`src/rtl/irqc_pkg.sv`:
```
package irqc_pkg;
  typedef enum logic [1:0] {
    TGT_NONE = 2'd0,
    TGT_STAT = 2'd1,
    TGT_MASK = 2'd2
  } reg_tgt_e;
endpackage

```
`src/rtl/irqc_decode.sv`:
```
module irqc_decode
  import irqc_pkg::*;
#(
  parameter int          ADDR_W     = 16,
  parameter logic [15:0] STATUS_OFS = 16'h1070,
  parameter logic [15:0] MASK_OFS   = 16'h1074
) (
  input  logic              sel,
  input  logic              wide,
  input  logic [ADDR_W-1:0] addr,
  output reg_tgt_e          tgt
);
  localparam logic [ADDR_W-1:0] STAT_A = ADDR_W'(STATUS_OFS);
  localparam logic [ADDR_W-1:0] MASK_A = ADDR_W'(MASK_OFS);

  logic lane_ok;

  // a narrow access to the upper halfword reaches no storage
  assign lane_ok = !addr[0] && (wide || !addr[1]);

  always_comb begin
    tgt = TGT_NONE;
    if (sel && lane_ok) begin
      if (addr[ADDR_W-1:2] == STAT_A[ADDR_W-1:2])      tgt = TGT_STAT;
      else if (addr[ADDR_W-1:2] == MASK_A[ADDR_W-1:2]) tgt = TGT_MASK;
    end
  end
endmodule

```
`src/rtl/irqc_pending.sv`:
```
module irqc_pending #(
  parameter int NSRC = 16
) (
  input  logic            clk,
  input  logic            rst,
  input  logic            ack_en,
  input  logic [NSRC-1:0] ack_data,
  input  logic [NSRC-1:0] src,
  output logic [NSRC-1:0] pend_q,
  output logic [NSRC-1:0] pend_d
);
  logic [NSRC-1:0] kept;

  // per bit: keep on a written 1, new events override the clear
  for (genvar i = 0; i < NSRC; i++) begin : g_bit
    assign kept[i]   = ack_en ? (pend_q[i] & ack_data[i]) : pend_q[i];
    assign pend_d[i] = kept[i] | src[i];
  end

  always_ff @(posedge clk) begin
    if (rst) pend_q <= '0;
    else     pend_q <= pend_d;
  end

  AST_NO_SPURIOUS_CLEAR: assert property (@(posedge clk) disable iff (rst)
    $past(!rst) && !$past(ack_en) |-> ((pend_q & $past(pend_q)) == $past(pend_q)));
  AST_SRC_WINS: assert property (@(posedge clk) disable iff (rst)
    $past(!rst) |-> ((pend_q & $past(src)) == $past(src)));
endmodule

```
`src/rtl/irqc_mask.sv`:
```
module irqc_mask #(
  parameter int NSRC = 16
) (
  input  logic            clk,
  input  logic            rst,
  input  logic            wr_en,
  input  logic [NSRC-1:0] wr_data,
  output logic [NSRC-1:0] mask_q,
  output logic [NSRC-1:0] mask_d
);
  assign mask_d = wr_en ? wr_data : mask_q;

  always_ff @(posedge clk) begin
    if (rst) mask_q <= '0;
    else     mask_q <= mask_d;
  end

  AST_MASK_HOLD: assert property (@(posedge clk) disable iff (rst)
    $past(!rst) && !$past(wr_en) |-> $stable(mask_q));
endmodule

```
`src/rtl/irq_status_ctrl.sv`:
```
module irq_status_ctrl
  import irqc_pkg::*;
#(
  parameter int          ADDR_W     = 16,
  parameter int          BUS_W      = 32,
  parameter int          NSRC       = 16,
  parameter logic [15:0] STATUS_OFS = 16'h1070,
  parameter logic [15:0] MASK_OFS   = 16'h1074
) (
  input  logic              clk,
  input  logic              rst,
  input  logic              bus_sel,
  input  logic              bus_wr,
  input  logic              bus_wide,
  input  logic [ADDR_W-1:0] bus_addr,
  input  logic [BUS_W-1:0]  bus_wdata,
  output logic [BUS_W-1:0]  bus_rdata,
  input  logic [NSRC-1:0]   src_pulse,
  output logic              cpu_irq
);
  localparam int PAD_W = BUS_W - NSRC;

  reg_tgt_e        tgt;
  logic [NSRC-1:0] pend_q, pend_d, mask_q, mask_d;
  logic [NSRC-1:0] wr_val;
  logic            rd_en;

  assign wr_val = bus_wdata[NSRC-1:0];
  assign rd_en  = bus_sel && !bus_wr;

  irqc_decode #(
    .ADDR_W(ADDR_W), .STATUS_OFS(STATUS_OFS), .MASK_OFS(MASK_OFS)
  ) u_dec (
    .sel(bus_sel), .wide(bus_wide), .addr(bus_addr), .tgt(tgt)
  );

  irqc_pending #(.NSRC(NSRC)) u_pend (
    .clk(clk), .rst(rst),
    .ack_en(bus_wr && tgt == TGT_STAT), .ack_data(wr_val),
    .src(src_pulse), .pend_q(pend_q), .pend_d(pend_d)
  );

  irqc_mask #(.NSRC(NSRC)) u_mask (
    .clk(clk), .rst(rst),
    .wr_en(bus_wr && tgt == TGT_MASK), .wr_data(wr_val),
    .mask_q(mask_q), .mask_d(mask_d)
  );

  // request computed from next-state so it moves with the registers
  always_ff @(posedge clk) begin
    if (rst) cpu_irq <= 1'b0;
    else     cpu_irq <= |(pend_d & mask_d);
  end

  always_ff @(posedge clk) begin
    if (rst) bus_rdata <= '0;
    else if (rd_en) begin
      unique case (tgt)
        TGT_STAT: bus_rdata <= {{PAD_W{1'b0}}, pend_q};
        TGT_MASK: bus_rdata <= {{PAD_W{1'b0}}, mask_q};
        default:  bus_rdata <= '0;
      endcase
    end
  end

  AST_RESET_CLEAN: assert property (@(posedge clk)
    $past(rst) |-> (!cpu_irq && pend_q == '0 && mask_q == '0));
  AST_IRQ_TRACKS: assert property (@(posedge clk) disable iff (rst)
    cpu_irq == |(pend_q & mask_q));
  AST_RDATA_HOLD: assert property (@(posedge clk) disable iff (rst)
    $past(!rst) && !$past(rd_en) |-> $stable(bus_rdata));
  AST_RDATA_PAD: assert property (@(posedge clk) disable iff (rst)
    bus_rdata[BUS_W-1:NSRC] == '0);
endmodule

```
`config.mk`:
```
export PLATFORM = sky130hd
export DESIGN_NAME = irq_status_ctrl
export DESIGN_NICKNAME = d
export VERILOG_FILES = /design/src/rtl/irqc_pkg.sv /design/src/rtl/irqc_decode.sv /design/src/rtl/irqc_pending.sv /design/src/rtl/irqc_mask.sv /design/src/rtl/irq_status_ctrl.sv
export SDC_FILE = /design/constraint.sdc
export NUM_CORES = 1
export LEC_CHECK = 0
export ABC_AREA = 1
export BUFFER_PORTS_ARGS = -buffer_cell sky130_fd_sc_hd__buf_2
export CELL_PAD_IN_SITES_DETAIL_PLACEMENT = 0
export CELL_PAD_IN_SITES_GLOBAL_PLACEMENT = 1
export CORE_MARGIN = 2
export CORE_UTILIZATION = 37
export CTS_BUF_LIST = sky130_fd_sc_hd__clkbuf_16
export CTS_CLUSTER_SIZE = 12
export DETAILED_ROUTE_END_ITERATION = 8
export PLACE_DENSITY_LB_ADDON = 0.1
export REMOVE_ABC_BUFFERS = 1
export SLEW_MARGIN = 20
export SYNTH_ARGS = -nofsm -noshare
export SYNTH_HDL_FRONTEND = slang
export SYNTH_HIERARCHICAL = 1
export SYNTH_SLANG_ARGS = --single-unit
export TNS_END_PERCENT = 50
```
`constraint.sdc`:
```
create_clock -name clk -period 5.5 [get_ports clk]
set_input_delay 1.1 -clock clk [delete_from_list [all_inputs] [get_ports clk]]
set_output_delay 1.1 -clock clk [all_outputs]
set_load 0.01 [all_outputs]
```
# Yosys cells after proc, flatten, opt, wreduce, memory -nomap -nowiden
# Cells that the tools add are included.
[word_totals] reg_bits=65 in_bits=69 out_inout_bits=33
[op_classes] eq_ne=4 n_mux=21 bitwise=33 n_reduce_logical=10
[op_table] op="$pmux W16 S2" count=1
[op_table] op="$eq A14 B11 Y1 const B" count=2
[op_table] op="$and A1 B1 Y1" count=16
[op_table] op="$and A16 B16 Y16" count=1
[op_table] op="$mux W1" count=16
[op_table] op="$mux W16" count=1
[op_table] op="$or A1 B1 Y1" count=16
[op_table] op="$reduce_or A16 Y1" count=1
[op_table] op="$mux W2" count=3
[op_table] op="$logic_and A1 B1 Y1" count=5
[op_table] op="$logic_not A1 Y1" count=3
[op_table] op="$eq A2 B1 Y1 const B" count=1
[op_table] op="$eq A2 B2 Y1 const B" count=1
[op_table] op="$logic_or A1 B1 Y1" count=1

# Depth between registers and ports, before layout
[logic_depth] depth_word=11 mapped_depth=23 depth_no_buf=19

# Modules after synthesis
# The synthesis kept the hierarchy.
[by_module_without_submodules] module="irq_status_ctrl" instances=1 cells_per_inst=181 area_per_inst_um2=1172.4 seq_area_each_um2=340.3
[by_module_without_submodules] module="irqc_mask" instances=1 cells_per_inst=134 area_per_inst_um2=874.6 seq_area_each_um2=320.3
[by_module_without_submodules] module="irqc_pending" instances=1 cells_per_inst=116 area_per_inst_um2=810.8 seq_area_each_um2=320.3
[by_module_without_submodules] module="irqc_decode" instances=1 cells_per_inst=25 area_per_inst_um2=100.1 seq_area_each_um2=0.0

# Worst setup path after synthesis
# No wires, ideal clock.
[synth_path] kind="input-to-reg" start="in bus_addr[15]" end="reg cpu_irq" setup_ns=0.123 arrival_ns=2.996 slack_ns=2.381 cell_stages=22 n_path_buf=4 cell_sequence="or2_0 > nor2_1 > nand2_1 > nor2_1 > inv_1 > ha_1 > buf_2 > buf_4 > nand2_1 > inv_1 > buf_6 > inv_6 > buf_8 > nand2_2 > nand2_2 > inv_1 > nand2_1 > nand2_1 > nor2_1 > nand2_1 > nor2_1 > nor2_1"
[synth_rtl] element="from (decl)" line="irq_status_ctrl.sv:15" rtl="input logic [ADDR_W-1:0] bus_addr,"
[synth_rtl] element="$eq A14 B11 Y1" line="irqc_decode.sv:24" rtl="if (addr[ADDR_W-1:2] == STAT_A[ADDR_W-1:2]) tgt = TGT_STAT;"
[synth_rtl] element="$mux W2" line="irqc_decode.sv:24"
[synth_rtl] element="$mux W2" line="irqc_decode.sv:23" rtl="if (sel && lane_ok) begin"
[synth_rtl] element="named net tgt[0]" line="irq_status_ctrl.sv:23" rtl="reg_tgt_e tgt;"
[synth_rtl] element="$eq A2 B2 Y1" line="irq_status_ctrl.sv:45" rtl=".wr_en(bus_wr && tgt == TGT_MASK), .wr_data(wr_val),"
[synth_rtl] element="$logic_and A1 B1 Y1" line="irq_status_ctrl.sv:45"
[synth_rtl] element="$mux W16" line="irqc_mask.sv:11" rtl="assign mask_d = wr_en ? wr_data : mask_q;"
[synth_rtl] element="named net mask_d[4]" line="irq_status_ctrl.sv:24" rtl="logic [NSRC-1:0] pend_q, pend_d, mask_q, mask_d;"
[synth_rtl] element="$and A16 B16 Y16" line="irq_status_ctrl.sv:52" rtl="else cpu_irq <= |(pend_d & mask_d);"
[synth_rtl] element="$reduce_or A16 Y1" line="irq_status_ctrl.sv:52"
[synth_rtl] element="to (signal assigned)" line="irq_status_ctrl.sv:52"
[synth_rtl] element="to (decl)" line="irq_status_ctrl.sv:19" rtl="output logic cpu_irq"
# The timed path passes the listed nets, and every way through them passes these cells.
# A chain may end at the register's enable or synchronous reset.

# Final worst setup path
[layout_path] start="in bus_addr[15]" end="reg cpu_irq"
[layout_rtl] element="$eq A14 B11 Y1" line="irqc_decode.sv:25" rtl="else if (addr[ADDR_W-1:2] == MASK_A[ADDR_W-1:2]) tgt = TGT_MASK;"
[layout_rtl] element="$mux W2" line="irqc_decode.sv:25"
[layout_rtl] element="$mux W2 (*)" line="irqc_decode.sv:24"
[layout_rtl] element="$mux W2 (*)" line="irqc_decode.sv:23"
[layout_rtl] element="named net tgt[1]" line="irq_status_ctrl.sv:23"
[layout_rtl] element="$eq A2 B2 Y1 (*)" line="irq_status_ctrl.sv:45"
[layout_rtl] element="$logic_and A1 B1 Y1 (*)" line="irq_status_ctrl.sv:45"
[layout_rtl] element="$mux W16 (*)" line="irqc_mask.sv:11"
[layout_rtl] element="named net mask_d[5]" line="irq_status_ctrl.sv:24"
[layout_rtl] element="$and A16 B16 Y16 (*)" line="irq_status_ctrl.sv:52"
[layout_rtl] element="$reduce_or A16 Y1 (*)" line="irq_status_ctrl.sv:52"
# The timed path passes the listed nets; every way through them passes the cells marked *.

==> summary.json <==
{
  "worst_setup_path": {
    "crit_path_frequent_cell": "nand2_1",
    "setup.worst_path.class": "input port to register",
    "slack_of_the_worst_reg_to_reg_path_ns": 4.42,
    "timing.critical_path.fanout_max": 17,
    "worst_setup_path_start_kind": "input port",
    "regToRegStartpoint": "u_mask/mask_q[5]",
    "cp_data_arrival_time_ns": 3.71,
    "timing.critical_path.max_delay_family": "simple AND/OR/NAND/NOR gates",
    "r2r_depth": 10,
    "crit_slowest_cell": "ha_1",
    "r2r_end": "cpu_irq",
    "worstSetupEndpointType": "register",
    "worst_ep_required_time_ns": 5.65,
    "crit_path_cell_trace": "buf_2 > or2_0 > nor2_1 > nand2_1 > nor2_1 > ha_1 > nand2_1 > inv_1 > nand2_1 > nand2_2 > inv_1 > nand2_1 > nand2_1 > nor2_1 > nand2_1 > nor2_1 > nor2_1",
    "critical-path-max-stage-delay_ns": 0.62,
    "worstPathBufferInverterCount": 3
  },
  "cts": {
    "clock_tree.htree_level_count": 2,
    "clock-root-buffer": "clkbuf_16",
    "worstSkewPairLatency_ns": 0.28,
    "post_cts_resize_count": 0,
    "postCtsHoldBufs": 0,
    "numClockSinks": 49,
    "cts_max_path_buffers": 2,
    "postCtsSetupRepairBufs": 0,
    "tritoncts.num_buffers": 5,
    "clock_tree_from_tritoncts": "yes",
    "clk_pin_slew_worst_paths_ns": 0.07
  },
  "floorplanning": {
    "floorplan.core_area_um2": 7730,
    "boundaryPins": 102,
    "width_of_the_chip_um": 93.4,
    "starting_density": 0.383,
    "placement_rows": 32,
    "fp.dieArea_um2": 8730,
    "dieHeight_um": 93.4
  },
  "outcome": {
    "run_status": "finished, final reports clean"
  },
  "yosys": {
    "syn_area_cell_um2": 6.49,
    "synth_seq_cells": 49,
    "yosysUniqueCellTypes": 23,
    "ys_seq_area_frac": 0.332,
    "yosys_warnings": 6,
    "syn-instance-count": 456,
    "post_synth_instance_area_um2": 2960
  },
  "detailed_routing": {
    "antenna_violating_nets_post_route": 0,
    "drc_violations_left": 0,
    "post_drt_wl_per_cell_um": 10.0,
    "wirelength_um": 6200,
    "firstDrtPassIters": 5,
    "vias": 2487,
    "drt_first_iter_violations": 95,
    "post_drt_via_cell_ratio": 4.02
  },
  "layout": {
    "design.final.nets": 587,
    "antennaDiodeCount": 0,
    "area.sequential_um2": 981,
    "layout.cells.most_common": "nand2_1",
    "mostFrequentLayoutCells": "nand2_1 (171), inv_1 (89), buf_2 (69)",
    "syn2layout_area_growth_pct": 13.7,
    "multi_input_gate_area_um2": 1410,
    "drive_above_1_share": 0.298,
    "fillCellCount": 877,
    "postLayoutCellArea_um2": 3360
  },
  "placement": {
    "placed_cell_area_um2": 3230,
    "detailedPlacementHpwl_um": 4240,
    "final_weighted_congestion_in_routability_driven_placement": 0.758,
    "pre_cts_ws_ns": 1.54,
    "buffer_ports.inserted": 69
  },
  "sta": {
    "fin_ws_ns": 1.94,
    "tightest_slew_ns": 0.716,
    "clock-skew-final_ns": 0.00626,
    "min_period_over_period": 0.647,
    "setup_repair_after_global_routing_missed_its_margin": "no",
    "hold_violations": 0,
    "worst_slew_margin_rel": 0.522,
    "worst_hold_margin_ns": 0.462,
    "max_transition_viols_final": 0,
    "number_of_setup_violations_in_the_final_report": 0,
    "fmax_ghz": 0.281,
    "post_route_minimum_period_ns": 3.56,
    "final.setup.tns_ns": 0
  },
  "power_and_ir_drop": {
    "powerDensity_nw_per_um2": 216,
    "leakage_uw": 0.00192,
    "peakVddDrop_uv": 129
  },
  "global_routing": {
    "track_usage": 0.148,
    "grt_first_pass_wirelength_um": 10100,
    "largest_net_degree_at_the_start_of_global_routing": 50,
    "grt.overflow.total": 0,
    "grt_antenna_before_repair": 0,
    "first_global_vias": 2284
  },
  "hold_path": {
    "hold_path_end": "bus_rdata[9]",
    "hold_path_startpoint": "bus_rdata[9]",
    "min_path_type": "register to register",
    "hold-path-cell-count": 2
  },
  "flow_run": {
    "max_cap_violations": 0
  }
}
metal layers:
layer / GRT usage / share of wire / vias up
li1: - / - / 1388
met1: 0.181 / 0.46 / 1053
met2: 0.260 / 0.48 / 44
met3: 0.0363 / 0.049 / 2
met4: 0.0368 / 0.0061 / 0
met5: 0 / 0 / -
sequential cells by signal (all words and copies together) (netlist names):
name           count
bus_rdata         16
cpu_irq            1
u_mask/mask_q     16
u_pend/pend_q     16
power breakdown:
| part | switching, µW | internal (µW) | total [µW] |
|---|---|---|---|
| registers | 4.98 | 363 | 368 |
| logic | 39.7 | 26.2 | 66.0 |
| clock network | 128 | 165 | 294 |
| total | 173 | 555 | 728 |
per-stage QoR:
step / utilization / instances / power, µW
detailed placement: 0.418 / 611 / 443
finish: 0.435 / 618 / 728
global placement: 0.418 / 611 / 442
floorplan: - / 438 / 409
global route: 0.435 / 618 / 762
CTS: 0.435 / 618 / 741
area by class of cell:
| cell class | count | share of cell area |
|---|---|---|
| Clock buffer | 5 | 0.0372 |
| Clock inverter | 2 | 0.00372 |
| Inverter | 91 | 0.103 |
| Multi-Input combinational cell | 298 | 0.419 |
| Sequential cell | 49 | 0.292 |
| Tap cell | 102 | 0.0379 |
| Timing Repair Buffer | 71 | 0.107 |
cells by family (layout without fill, tap and decap cells):
group | Yosys count | in the layout | share of synthesized area
compound gates | 32 | 32 | 0.0795
buf+inv | 124 | 169 | 0.210
other cells | 1 | 16 | 0.00127
flops | 49 | 49 | 0.332
simple gates | 248 | 248 | 0.369
fa+ha+maj | 2 | 2 | 0.00846
tightest hold or removal path, cell delays in order, from the launching register on:
cell and delay, ns:
dfxtp_1 0.30, nand2_1 0.06, a21oi_1 0.05
Yosys cell counts:
| cell | number | area, µm² |
|---|---|---|
| buf_8 | 2 | 30.0 |
| buf_2 | 4 | 20.0 |
| clkbuf_2 | 2 | 10.0 |
| or2_0 | 1 | 6.26 |
| dfxtp_1 | 49 | 981 |
| buf_12 | 1 | 20.0 |
| nor2_1 | 20 | 75.1 |
| nor2_2 | 11 | 68.8 |
| ha_1 | 2 | 25.0 |
| nand2_1 | 171 | 642 |
| buf_4 | 20 | 150 |
| nand2_2 | 42 | 263 |
| a21oi_1 | 12 | 60.1 |
| inv_1 | 88 | 330 |
| nand2_4 | 1 | 11.3 |
| a21oi_2 | 20 | 175 |
| buf_6 | 4 | 45.0 |
| nor2_8 | 1 | 20.0 |
| nor3_1 | 1 | 5.00 |
| conb_1 | 1 | 3.75 |
| inv_6 | 1 | 8.76 |
| clkinv_1 | 1 | 3.75 |
| inv_2 | 1 | 3.75 |
worst max path at each step:
stage,from,endpoint,slack [ns],cells past startpoint
6_report,bus_addr[15],cpu_irq,1.94,17
5_1_grt,bus_addr[15],cpu_irq,1.57,17
4_1_cts,bus_addr[15],cpu_irq,1.85,17
3_5_place_dp,bus_addr[15],cpu_irq,1.54,17
3_3_place_gp,bus_addr[15],cpu_irq,1.58,17
2_1_floorplan,bus_addr[15],cpu_irq,2.41,16
No activity file was read; power rests on OpenSTA's default activity.
